## src/rtl/isoc_dma_pkg.sv

```systemverilog
package isoc_dma_pkg;

  typedef enum logic [1:0] {
    CAUSE_NONE    = 2'b00,
    CAUSE_COUNT   = 2'b01,
    CAUSE_EOP     = 2'b10,
    CAUSE_DISABLE = 2'b11
  } stop_cause_e;

  // Priority pick: disable, then end of packet, then count.
  function automatic stop_cause_e pick_cause(input logic dis, input logic eop, input logic cnt);
    if (dis)      return CAUSE_DISABLE;
    else if (eop) return CAUSE_EOP;
    else if (cnt) return CAUSE_COUNT;
    else          return CAUSE_NONE;
  endfunction

endpackage

```

## src/rtl/iso_enable_reg.sv

```systemverilog
module iso_enable_reg (
  input  logic clk,
  input  logic rst_n,
  input  logic wr,
  input  logic wdata,
  input  logic auto_clr,
  output logic en,
  output logic start,
  output logic dis_req
);

  logic en_q;

  assign start   = wr && wdata && !en_q;
  assign dis_req = wr && !wdata && en_q;
  assign en      = en_q;

  always_ff @(posedge clk) begin
    if (!rst_n)                  en_q <= 1'b0;
    else if (start)              en_q <= 1'b1;
    else if (dis_req || auto_clr) en_q <= 1'b0;
  end


  start_sets_en_chk: assert property (@(posedge clk) disable iff (!rst_n)
    start |=> en_q);


  auto_clr_drops_en_chk: assert property (@(posedge clk) disable iff (!rst_n)
    (auto_clr && !start) |=> !en_q);

endmodule

```

## src/rtl/iso_word_counter.sv

```systemverilog
module iso_word_counter #(
  parameter int CNT_W = 16
) (
  input  logic             clk,
  input  logic             rst_n,
  input  logic             load,
  input  logic [CNT_W-1:0] load_val,
  input  logic             dec,
  output logic [CNT_W-1:0] count,
  output logic             expire
);

  localparam logic [CNT_W-1:0] ZERO = '0;
  localparam logic [CNT_W-1:0] ONE  = {{(CNT_W-1){1'b0}}, 1'b1};

  function automatic logic [CNT_W-1:0] dec_sat(input logic [CNT_W-1:0] v);
    return (v == ZERO) ? v : v - ONE;
  endfunction

  logic [CNT_W-1:0] cnt_q;

  always_ff @(posedge clk) begin
    if (!rst_n)    cnt_q <= ZERO;
    else if (load) cnt_q <= load_val;
    else if (dec)  cnt_q <= dec_sat(cnt_q);
  end

  assign count  = cnt_q;
  assign expire = (cnt_q == ZERO) || (dec && cnt_q == ONE);


  count_dec_chk: assert property (@(posedge clk) disable iff (!rst_n)
    (dec && !load && cnt_q != ZERO) |=> cnt_q == $past(cnt_q) - ONE);


  count_floor_chk: assert property (@(posedge clk) disable iff (!rst_n)
    (dec && !load && cnt_q == ZERO) |=> cnt_q == ZERO);


  count_load_chk: assert property (@(posedge clk) disable iff (!rst_n)
    load |=> cnt_q == $past(load_val));

endmodule

```

## src/rtl/iso_stop_arbiter.sv

```systemverilog
module iso_stop_arbiter
  import isoc_dma_pkg::*;
(
  input  logic        clk,
  input  logic        rst_n,
  input  logic        start,
  input  logic        dis_req,
  input  logic        eop,
  input  logic        cnt_expire,
  input  logic        ep_in,
  input  logic        len_stop_en,
  output logic        active,
  output logic        stop,
  output logic        eot_pulse,
  output stop_cause_e cause
);

  logic        active_q, pulse_q;
  stop_cause_e cause_q, cause_sel;
  logic        hit_dis, hit_eop, hit_cnt;

  assign hit_dis   = active_q && dis_req;
  assign hit_eop   = active_q && eop;
  assign hit_cnt   = active_q && cnt_expire && ep_in && len_stop_en;
  assign stop      = hit_dis || hit_eop || hit_cnt;
  assign cause_sel = pick_cause(hit_dis, hit_eop, hit_cnt);

  always_ff @(posedge clk) begin
    if (!rst_n) begin
      active_q <= 1'b0;
      pulse_q  <= 1'b0;
      cause_q  <= CAUSE_NONE;
    end else begin
      pulse_q <= stop;
      if (start) begin
        active_q <= 1'b1;
        cause_q  <= CAUSE_NONE;
      end else if (stop) begin
        active_q <= 1'b0;
        cause_q  <= cause_sel;
      end
    end
  end

  assign active    = active_q;
  assign eot_pulse = pulse_q;
  assign cause     = cause_q;


  eot_one_cycle_chk: assert property (@(posedge clk) disable iff (!rst_n)
    pulse_q |=> !pulse_q);


  stop_drops_active_chk: assert property (@(posedge clk) disable iff (!rst_n)
    stop |=> (pulse_q && !active_q));


  out_no_count_stop_chk: assert property (@(posedge clk) disable iff (!rst_n)
    (active_q && !ep_in && !eop && !dis_req) |=> (!pulse_q && active_q));


  disable_first_chk: assert property (@(posedge clk) disable iff (!rst_n)
    (active_q && dis_req) |=> cause_q == CAUSE_DISABLE);


  cause_hold_chk: assert property (@(posedge clk) disable iff (!rst_n)
    (!start && !stop) |=> $stable(cause_q));

endmodule

```

## src/rtl/isoc_dma_stop.sv

```systemverilog
module isoc_dma_stop
  import isoc_dma_pkg::*;
#(
  parameter int CNT_W = 16
) (
  input  logic             clk,
  input  logic             rst_n,
  input  logic [CNT_W-1:0] cfg_xfer_len,
  input  logic             cfg_len_stop_en,
  input  logic             cfg_ep_in,
  input  logic             ctl_en_wr,
  input  logic             ctl_en_val,
  input  logic             usb_eop,
  input  logic             word_ack,
  output logic             dma_en,
  output logic             xfer_active,
  output logic             word_req,
  output logic [CNT_W-1:0] words_left,
  output logic             eot_pulse,
  output logic [1:0]       eot_cause
);

  logic        start_w, dis_w, stop_w, active_w, expire_w, dec_w, en_w;
  stop_cause_e cause_w;

  assign dec_w = word_ack && active_w;

  iso_enable_reg u_en (
    .clk      (clk),
    .rst_n    (rst_n),
    .wr       (ctl_en_wr),
    .wdata    (ctl_en_val),
    .auto_clr (stop_w),
    .en       (en_w),
    .start    (start_w),
    .dis_req  (dis_w)
  );

  iso_word_counter #(.CNT_W(CNT_W)) u_cnt (
    .clk      (clk),
    .rst_n    (rst_n),
    .load     (start_w),
    .load_val (cfg_xfer_len),
    .dec      (dec_w),
    .count    (words_left),
    .expire   (expire_w)
  );

  iso_stop_arbiter u_arb (
    .clk         (clk),
    .rst_n       (rst_n),
    .start       (start_w),
    .dis_req     (dis_w),
    .eop         (usb_eop),
    .cnt_expire  (expire_w),
    .ep_in       (cfg_ep_in),
    .len_stop_en (cfg_len_stop_en),
    .active      (active_w),
    .stop        (stop_w),
    .eot_pulse   (eot_pulse),
    .cause       (cause_w)
  );

  assign dma_en      = en_w;
  assign xfer_active = active_w;
  assign word_req    = active_w;
  assign eot_cause   = cause_w;


  en_tracks_active_chk: assert property (@(posedge clk) disable iff (!rst_n)
    en_w == active_w);


  eop_stop_chk: assert property (@(posedge clk) disable iff (!rst_n)
    (active_w && usb_eop && !dis_w) |=> (eot_pulse && cause_w == CAUSE_EOP));

endmodule

```

## config.mk

```make
export PLATFORM = sky130hd
export DESIGN_NAME = isoc_dma_stop
export DESIGN_NICKNAME = d
export VERILOG_FILES = /design/src/rtl/isoc_dma_pkg.sv /design/src/rtl/iso_enable_reg.sv /design/src/rtl/iso_word_counter.sv /design/src/rtl/iso_stop_arbiter.sv /design/src/rtl/isoc_dma_stop.sv
export SDC_FILE = /design/constraint.sdc
export NUM_CORES = 1
export LEC_CHECK = 0
export ABC_AREA = 0
export CAP_MARGIN = 20
export CELL_PAD_IN_SITES_DETAIL_PLACEMENT = 0
export CELL_PAD_IN_SITES_GLOBAL_PLACEMENT = 1
export CORE_MARGIN = 2
export CORE_UTILIZATION = 36
export CTS_BUF_LIST = sky130_fd_sc_hd__clkbuf_2
export DETAILED_ROUTE_END_ITERATION = 10
export GPL_TIMING_DRIVEN = 0
export HOLD_SLACK_MARGIN = 0.12
export MAX_ROUTING_LAYER = met4
export PLACE_DENSITY_LB_ADDON = 0.1
export SETUP_SLACK_MARGIN = 0.3
export SLEW_MARGIN = 20
export SYNTH_ARGS = -nofsm -noshare
export SYNTH_HDL_FRONTEND = slang
export SYNTH_SLANG_ARGS = --single-unit
```

## constraint.sdc

```tcl
create_clock -name clk -period 5.5 [get_ports clk]
set_input_delay 1.1 -clock clk [delete_from_list [all_inputs] [get_ports clk]]
set_output_delay 1.1 -clock clk [all_outputs]
set_load 0.005 [all_outputs]
```

**After elaboration in Yosys (flattened, before gate mapping)**

Index checks and enable logic that the tools add are counted.

- Add/subtract/negate cells: 1
- Bitwise gates (word level): 1
- Eq/ne operators: 2
- Reductions and logical operators: 23
- Muxes and demuxes: 10

Operators by type and width:

| kind | number |
|---|---|
| $mux 16 | 3 |
| $eq 16x1->1 const B | 1 |
| $logic_not 16->1 | 1 |
| $sub 16x1->16 const B | 1 |
| $logic_and 1x1->1 | 11 |
| $reduce_bool 2->1 | 3 |
| $mux 1 | 5 |
| $logic_or 1x1->1 | 4 |
| $mux 2 | 2 |
| $logic_not 1->1 | 2 |
| $ne 2x2->1 const B | 1 |
| $reduce_and 2->1 | 1 |
| $reduce_or 2->1 | 1 |
| $not 1->1 | 1 |

- Output and inout port bits: 22
- Register bits after elaboration: 21
- Logic and storage cells: 42

**Depth between registers and ports, before layout**

Gate-level depths: netlist of run 1.

- Word-level depth: 10
- Mapped depth: 8
- Depth with buffers taken out: 6

**Hierarchy**

A second synthesis of run 1 with hierarchy kept.

- Cell total of the unflattened synthesis: 151
- Area total of the unflattened synthesis: 1246.2 um^2

By module, submodules not included:

| module | area each (um^2) | instances | cells each |
|---|---|---|---|
| iso_word_counter | 983.4 | 1 | 121 |
| iso_stop_arbiter | 188.9 | 1 | 20 |
| iso_enable_reg | 60.1 | 1 | 8 |
| isoc_dma_stop | 13.8 | 1 | 2 |

**Worst setup path before layout of run 1**

OpenSTA, ideal clock, no wires.

- Path type: input port to flip-flop
- From: in word_ack
- To: reg u_cnt.cnt_q[13] (netlist: u_cnt.count[13])
- Arrival time: 2.514 ns
- Stages: 4
- Path slack: 2.912 ns
- Setup time: 0.074 ns
- Cell sequence: or4bb_1 or4_4 or4_1 a31oi_1

- Longest elaborated chain between the ends: 3

Ends and longest elaborated chain:

| item | RTL line | text |
|---|---|---|
| start: declaration | isoc_dma_stop.sv:14 | `input logic word_ack,` |
| $logic_and 1x1->1 | isoc_dma_stop.sv:26 | `assign dec_w = word_ack && active_w;` |
| $reduce_bool 2->1 (no line) | -- |  |
| $reduce_and 2->1 (no line) | -- |  |
| end signal: assignment | iso_word_counter.sv:24 | `else if (load) cnt_q <= load_val;` |
| end signal: assignment | iso_word_counter.sv:25 | `else if (dec) cnt_q <= dec_sat(cnt_q);` |
| end: declaration | iso_word_counter.sv:20 | `logic [CNT_W-1:0] cnt_q;` |

No other way between the ends.
A chain may end at the register's enable or synchronous reset.

**Final worst setup path of run 1**

- From: in word_ack
- To: reg u_cnt.cnt_q[7] (netlist: u_cnt.count[7])

Same word-level chain as after synthesis.

==> results of run 1 <==
## metal layers
layer	GRT usage, %	up-vias	wire length, µm
met2	31.06	46	1976
met4	7.031	0	36
li1	-	766	-
met1	27.78	740	2074
met3	4.770	6	262
met5	-	-	0
## cell usage in the layout (no fill, tap or decap), drive strengths merged, types with 2 or more instances in the layout
master,netlist,layout
nor4,5,5
o31ai,5,5
a21boi,2,2
ha,3,3
dfxtp,21,21
nand2,18,18
or4,8,8
o21ai,11,11
nor3b,5,5
and3b,2,2
nor2,5,5
nand4b,2,2
buf,5,5
o2111ai,4,4
nand4,3,3
or3,10,10
and3,6,6
a31oi,5,5
clkdlybuf4s50,0,45
a21oi,3,3
nand3,20,20
clkbuf,5,9
nand3b,8,8
and2,3,3
inv,3,3
## state kept, by name (all words and copies together) (netlist names)
| register | count |
|---|---|
| u_arb.active | 1 |
| u_arb.cause | 2 |
| u_arb.eot_pulse | 1 |
| u_cnt.count | 16 |
| u_en.en | 1 |
## through the flow
stage	worst slack (ps)	std cells
floorplan	2912	172
global route	2425	269
finish	2513	269
detailed placement	2122	265
CTS	2523	269
global placement	2133	265
## final cells by class
| cell class | count | area, µm² | area share, % |
|---|---|---|---|
| Multi-Input combinational cell | 138 | 884.6 | 46.45 |
| Tap cell | 48 | 60.06 | 3.154 |
| Timing Repair Buffer | 45 | 450.4 | 23.65 |
| Inverter | 3 | 11.26 | 0.5913 |
| Buffer | 10 | 57.56 | 3.022 |
| Sequential cell | 21 | 420.4 | 22.08 |
| Clock buffer | 4 | 20.02 | 1.051 |
## how the worst max path moves through the flow
stage / startpoint / end / slack, ps / depth (start not counted)
floorplan: word_ack / u_cnt.count[13] / 2910 / 4
finish: word_ack / u_cnt.count[7] / 2510 / 5
global route: word_ack / u_cnt.count[7] / 2420 / 5
detailed placement: word_ack / u_cnt.count[7] / 2120 / 5
global placement: word_ack / u_cnt.count[7] / 2130 / 5
CTS: word_ack / u_cnt.count[7] / 2520 / 5
## critical path, stage by stage
cell             delay, ps
clkdlybuf4s50_1        570
or4bb_1                500
nor4_1                 630
a31oi_1                170
a211o_1                290
## cells by family after synthesis
group	count (synthesis)
buf+inv	13
simple gates	98
compound gates	37
fa+ha+maj	3
flops	21
## power by group
part / internal [W] / total [W] / switching, W
Clock: 0.0000192 / 0.0000718 / 0.0000526
Sequential: 0.000164 / 0.000181 / 0.0000169
Combinational: 0.0000697 / 0.000142 / 0.0000727
==> insert_results.sql, run 1 <==
INSERT INTO impl_metrics (metric_group, metric, value, unit) VALUES
('synth', 'synth_common_cells', '21 x dfxtp_1, 20 x nand3_1, 18 x nand2_1', ''),
('synth', 'synth.yosys.seq_area_share', '30.60', '%'),
('sta', 'drv_slew', '0', ''),
('worst_setup_path', 'end_kind', 'register', ''),
('synth', 'yosys.area_share.adder', '2.732', '%'),
('outcome', 'status', 'completed', ''),
('worst_setup_path', 'r2r.worst_path.cells', '7', ''),
('global_routing', 'number_of_global_route_vias_before_repair', '1429', ''),
('drt', 'post-route-drc-count', '0', ''),
('worst_setup_path', 'required', '5780', 'ps'),
('synth', 'synth-main-ff-cell', 'dfxtp_1', ''),
('synth', 'synth.area.top_cells', 'dfxtp_1 31%, nand3_1 7.3%, nand2_1 4.9%, or3_1 4.6%, nand3b_1 4.4%', ''),
('cells_and_area', 'nets', '249', ''),
('drt', 'drt_iter0_markers', '121', ''),
('sta', 'period_minus_slack', '2987', 'ps'),
('synth', 'synthesis.area_per_instance', '7.987', 'µm²'),
('sta', 'min_period_over_period', '54.30', '%'),
('sta', 'timing.fmax', '334.8', 'MHz'),
('worst_setup_path', 'criticalPathCategory', 'primary input to register', ''),
('synth', 'synth_compound_gate_area_share', '18.03', '%'),
('drt', 'final_antenna_net_count', '0', ''),
('drt', 'via_per_inst', '5.792', ''),
('clock_tree', 'clock_tree_from_tritoncts', 'yes', ''),
('clock_tree', 'cts_root_buf', 'clkbuf_2', ''),
('floorplan', 'core_area', '0.003661', 'mm²'),
('worst_setup_path', 'cp.arrival', '3270', 'ps'),
('sta', 'final.hold.worst_slack', '513.1', 'ps'),
('power', 'power.density', '207.4', 'mW/mm²'),
('global_routing', 'grt_first_pass_wirelength', '6803', 'µm'),
('sta', 'fin_setup_tns', '0', 'ps'),
('global_routing', 'globalRoute.totalOverflow', '0', ''),
('place', 'port_buffers', '45', ''),
('clock_tree', 'post-cts-setup-buffer-count', '0', ''),
('drt', 'via_count', '1558', ''),
('min_path', 'min_delay_worst_endpoint', 'u_arb.cause[1]', ''),
('worst_setup_path', 'r2r_end', 'u_cnt.count[3]', ''),
('synth', 'dominant_combinational_cell_family_by_area_after_synthesis', 'simple AND/OR/NAND/NOR gates', ''),
('sta', 'grt_setup_unrepaired', 'false', ''),
('power', 'p_leak', '0.7021', 'nW'),
('worst_setup_path', 'timing.critical_path.fanout_max', '7', ''),
('synth', 'synth_simple_gate_area_share', '43.62', '%'),
('cells_and_area', 'fillerInstances', '372', ''),
('cells_and_area', 'final_util', '52.02', '%'),
('min_path', 'min-delay-path-class', 'register to register', ''),
('synth', 'synthesized_cell_area', '0.001374', 'mm²'),
('job', 'max-cap-violations', '0', ''),
('clock_tree', 'cts_repair_resized_insts', '0', ''),
('clock_tree', 'insertion_delay', '350', 'ps'),
('worst_setup_path', 'crit-reg2reg-launch', 'u_cnt.count[0]', ''),
('clock_tree', 'clkTransAtPathRegs', '220', 'ps'),
('synth', 'area_share_of_the_leading_cell_type_in_the_synthesized_netlist', '30.60', '%'),
('cells_and_area', 'design_area', '0.001904', 'mm²'),
('synth', 'synth_top_area_cell', 'dfxtp_1', ''),
('synth', 'synth.mux.area_fraction', '0', '%'),
('drt', 'route.detailed.wl_per_inst', '16.17', 'µm'),
('power', 'peak_supply_drop', '0.0001119', 'V'),
('floorplan', 'start_util', '37.53', '%'),
('worst_setup_path', 'r2r_slack', '3190', 'ps'),
('floorplan', 'dieHeight', '65.78', 'µm'),
('synth', 'synth_edf_count', '0', ''),
('min_path', 'whs_path_depth', '2', ''),
('global_routing', 'pin_count_of_the_biggest_net_entering_global_routing', '12', ''),
('global_routing', 'gr-usage-all-layers', '20.83', '%'),
('place', 'place_hpwl', '3158', 'µm'),
('clock_tree', 'numClockSinks', '21', ''),
('place', 'instance_area_after_placement', '0.001884', 'mm²'),
('synth', 'postSynth.asyncResetShare', '0', '%'),
('clock_tree', 'clock_tree.htree_level_count', '1', ''),
('synth', 'ys_seq_elements', '21', ''),
('clock_tree', 'cts-hold-fix-buffers', '0', ''),
('sta', 'max_slew_margin', '47.08', '%');
Note: power is estimated with default switching activity, not from simulation.
==> run 2: changes to the inputs <==
- CORE_UTILIZATION: 36 -> 34
- clock period: 5.5 -> 3.04 ns (I/O delays scaled with it)
==> run 2 against run 1 <==
  * Critical path depth unchanged
  * Wire length increased by 1.3%
  * Flip-flop and latch count unchanged
  * Register-to-register slack got worse by 2500 ps
  * Sequential share of layout area about the same
  * Design area increased by 0.13%
  * Clock-buffer cell count unchanged
  * Final cell count increased by 0.74%
  * Clock skew decreased by 0.99 ps
  * Worst hold slack got worse by 6.1 ps
  * Setup slack got worse by 2000 ps
  * Largest cell class unchanged
  * Highest routed layer unchanged
==> insert_results.sql, run 2 (same netlist as run 1, synthesis figures left out) <==
INSERT INTO impl_metrics (metric_group, metric, value, unit) VALUES
('worst_setup_path', 'r2r_slack', '730', 'ps'),
('power', 'peak_supply_drop', '0.0002628', 'V'),
('power', 'finalPower', '0.0007084', 'W'),
('global_routing', 'gr-usage-all-layers', '21.40', '%'),
('worst_setup_path', 'cp.arrival', '2790', 'ps'),
('worst_setup_path', 'critical_path.n_buffers_inverters', '1', ''),
('job', 'max-cap-violations', '0', ''),
('worst_setup_path', 'timing.critical_path.slowest_cell_delay', '620', 'ps'),
('sta', 'drv_slew', '0', ''),
('power', 'p_leak', '0.7021', 'nW'),
('floorplan', 'die_w', '67.57', 'µm'),
('place', 'globalplace.congestion', '0.8330', ''),
('cells_and_area', 'layout.cells.most_common', 'clkdlybuf4s50_1', ''),
('worst_setup_path', 'worst-path-stages', '5', ''),
('clock_tree', 'cts-hold-fix-buffers', '0', ''),
('drt', 'route.detailed.wl_per_inst', '16.26', 'µm'),
('worst_setup_path', 'critical_path.startpoint_type', 'primary input', ''),
('global_routing', 'pin_count_of_the_biggest_net_entering_global_routing', '12', ''),
('power', 'power.switching_fraction', '35.45', '%'),
('drt', 'via_per_inst', '5.797', ''),
('power', 'comb_power_share', '35.8', '%'),
('min_path', 'whs_path_depth', '2', ''),
('sta', 'period_minus_slack', '2545', 'ps'),
('cells_and_area', 'nets', '249', ''),
('floorplan', 'start_util', '34.85', '%'),
('clock_tree', 'clkTransAtPathRegs', '220', 'ps'),
('power', 'share_clk_of_total_power', '17.9', '%'),
('power', 'power_frac_seq', '46.4', '%'),
('clock_tree', 'cts_repair_resized_insts', '0', ''),
('floorplan', 'row_count', '23', ''),
('sta', 'grt_setup_unrepaired', 'false', ''),
('sta', 'max_slew_margin', '48.25', '%'),
('floorplan', 'floorplan.io_pins', '46', ''),
('clock_tree', 'clock_tree.htree_level_count', '1', ''),
('cells_and_area', 'fillerInstances', '389', ''),
('drt', 'detail_route.wirelength', '4406', 'µm'),
('place', 'place_hpwl', '3178', 'µm'),
('clock_tree', 'clock_tree_from_tritoncts', 'yes', ''),
('drt', 'final_antenna_net_count', '0', ''),
('sta', 'timing.final.setup_violations', '0', ''),
('sta', 'timing.final.hold_violations', '0', ''),
('worst_setup_path', 'crit_chain', 'clkdlybuf4s50_1 -> or4bb_1 -> nor4_1 -> a31oi_1 -> a211o_1', ''),
('worst_setup_path', 'timing.critical_path.fanout_max', '7', ''),
('power', 'power.switching', '0.0002511', 'W'),
('cells_and_area', 'largest_reg_flops', '16', ''),
('worst_setup_path', 'end_kind', 'register', ''),
('cells_and_area', 'antenna_cells', '0', ''),
('clock_tree', 'insertion_delay', '330', 'ps'),
('power', 'cell_internal_pwr', '0.0004572', 'W'),
('floorplan', 'core_area', '0.003943', 'mm²'),
('sta', 'tightestPinTransition', '769.2', 'ps'),
('floorplan', 'dieArea', '0.004565', 'mm²'),
('global_routing', 'grt_first_pass_wirelength', '7245', 'µm'),
('min_path', 'min_delay_worst_endpoint', 'u_arb.cause[1]', ''),
('drt', 'post-route-drc-count', '0', ''),
('floorplan', 'dieHeight', '67.57', 'µm'),
('clock_tree', 'post-cts-setup-buffer-count', '0', ''),
('global_routing', 'number_of_global_route_vias_before_repair', '1447', ''),
('min_path', 'min-delay-path-class', 'register to register', ''),
('sta', 'final.hold.worst_slack', '507.1', 'ps'),
('global_routing', 'antenna_found_initial', '0', ''),
('clock_tree', 'tritoncts.num_buffers', '3', ''),
('worst_setup_path', 'critPathSlowestCell', 'nor4_1', ''),
('power', 'power.density', '371.5', 'mW/mm²'),
('sta', 'min_period_over_period', '83.70', '%'),
('outcome', 'status', 'completed', ''),
('worst_setup_path', 'r2r.worst_path.cells', '7', ''),
('worst_setup_path', 'criticalPathCategory', 'primary input to register', ''),
('drt', 'via_count', '1571', ''),
('sta', 'timing.fmax', '393.0', 'MHz'),
('place', 'port_buffers', '45', ''),
('drt', 'drt_iter0_markers', '88', ''),
('worst_setup_path', 'critPathTopFamily', 'simple AND/OR/NAND/NOR gates', ''),
('cells_and_area', 'syn_to_final_growth', '38.80', '%'),
('clock_tree', 'cts_root_buf', 'clkbuf_2', ''),
('drt', 'drtPass1Iterations', '4', ''),
('worst_setup_path', 'required', '3280', 'ps'),
('min_path', 'holdCritStartpoint', 'u_arb.cause[1]', ''),
('global_routing', 'globalRoute.totalOverflow', '0', ''),
('cells_and_area', 'post_route_cells_drive_above_1_share', '6.335', '%'),
('worst_setup_path', 'crit-reg2reg-launch', 'u_cnt.count[0]', ''),
('worst_setup_path', 'r2r_end', 'u_cnt.count[3]', ''),
('sta', 'fin_setup_tns', '0', 'ps'),
('clock_tree', 'numClockSinks', '21', ''),
('sta', 'fin_skew', '14.37', 'ps'),
('clock_tree', 'clk_path_buf_depth', '2', ''),
('cells_and_area', 'highest_count_cells_in_the_layout_ignoring_fill_and_taps', '45 x clkdlybuf4s50_1, 21 x dfxtp_1, 20 x nand3_1', '');
-- run 2: cell counts in the layout (fill, tap and decap cells not counted) --
Identical to the previous run, type by type.
-- run 2: how the worst max path moves through the flow --
stage	from	endpoint	slack, ps
2_1_floorplan	word_ack	u_cnt.count[13]	940
3_3_place_gp	word_ack	u_cnt.count[7]	160
3_5_place_dp	word_ack	u_cnt.count[7]	150
4_1_cts	word_ack	u_cnt.count[7]	550
5_1_grt	word_ack	u_cnt.count[7]	320
6_report	word_ack	u_cnt.count[7]	500
-- run 2: final cells by class --
type / count / area, µm² / area share (%)
clock buffer: 4 / 20.02 / 1.050
buffer: 10 / 57.56 / 3.018
tap: 50 / 62.56 / 3.281
inverter: 3 / 11.26 / 0.5906
timing repair buffer: 45 / 450.4 / 23.62
multi-input combinational: 138 / 884.6 / 46.39
sequential: 21 / 420.4 / 22.05
-- run 2: through the flow --
step / cells / area (µm²) / utilization, % / setup WS [ps]
CTS: 271 / 1907 / 48.37 / 549.8
global route: 271 / 1907 / 48.37 / 321.0
detailed placement: 267 / 1887 / 47.86 / 153.3
global placement: 267 / 1887 / 47.86 / 159.9
finish: 271 / 1907 / 48.37 / 495.4
floorplan: 172 / 1374 / - / 944.3
-- run 2: layer usage --
layer	vias up	part of all wire, %	global-route usage (%)
met5	-	0	-
met4	0	0.70	3.827
met3	4	4.3	4.333
met2	52	47	33.46
met1	754	48	28.71
li1	761	-	-
-- run 2: worst min-delay path: cells and delay by family (launching register included) --
kind | cells | cell delay [ps]
DFF | 1 | 360
AOI/OAI and AO/OA | 2 | 130
-- run 2: power groups by stage --
stage | Clock (W) | Sequential [W] | Combinational [W]
finish | 0.000127 | 0.000328 | 0.000253
global route | 0.000145 | 0.000333 | 0.000281
CTS | 0.000134 | 0.000328 | 0.000253
detailed placement | 0 | 0.000333 | 0.000252
global placement | 0 | 0.000331 | 0.000250
floorplan | 0 | 0.000328 | 0.000136
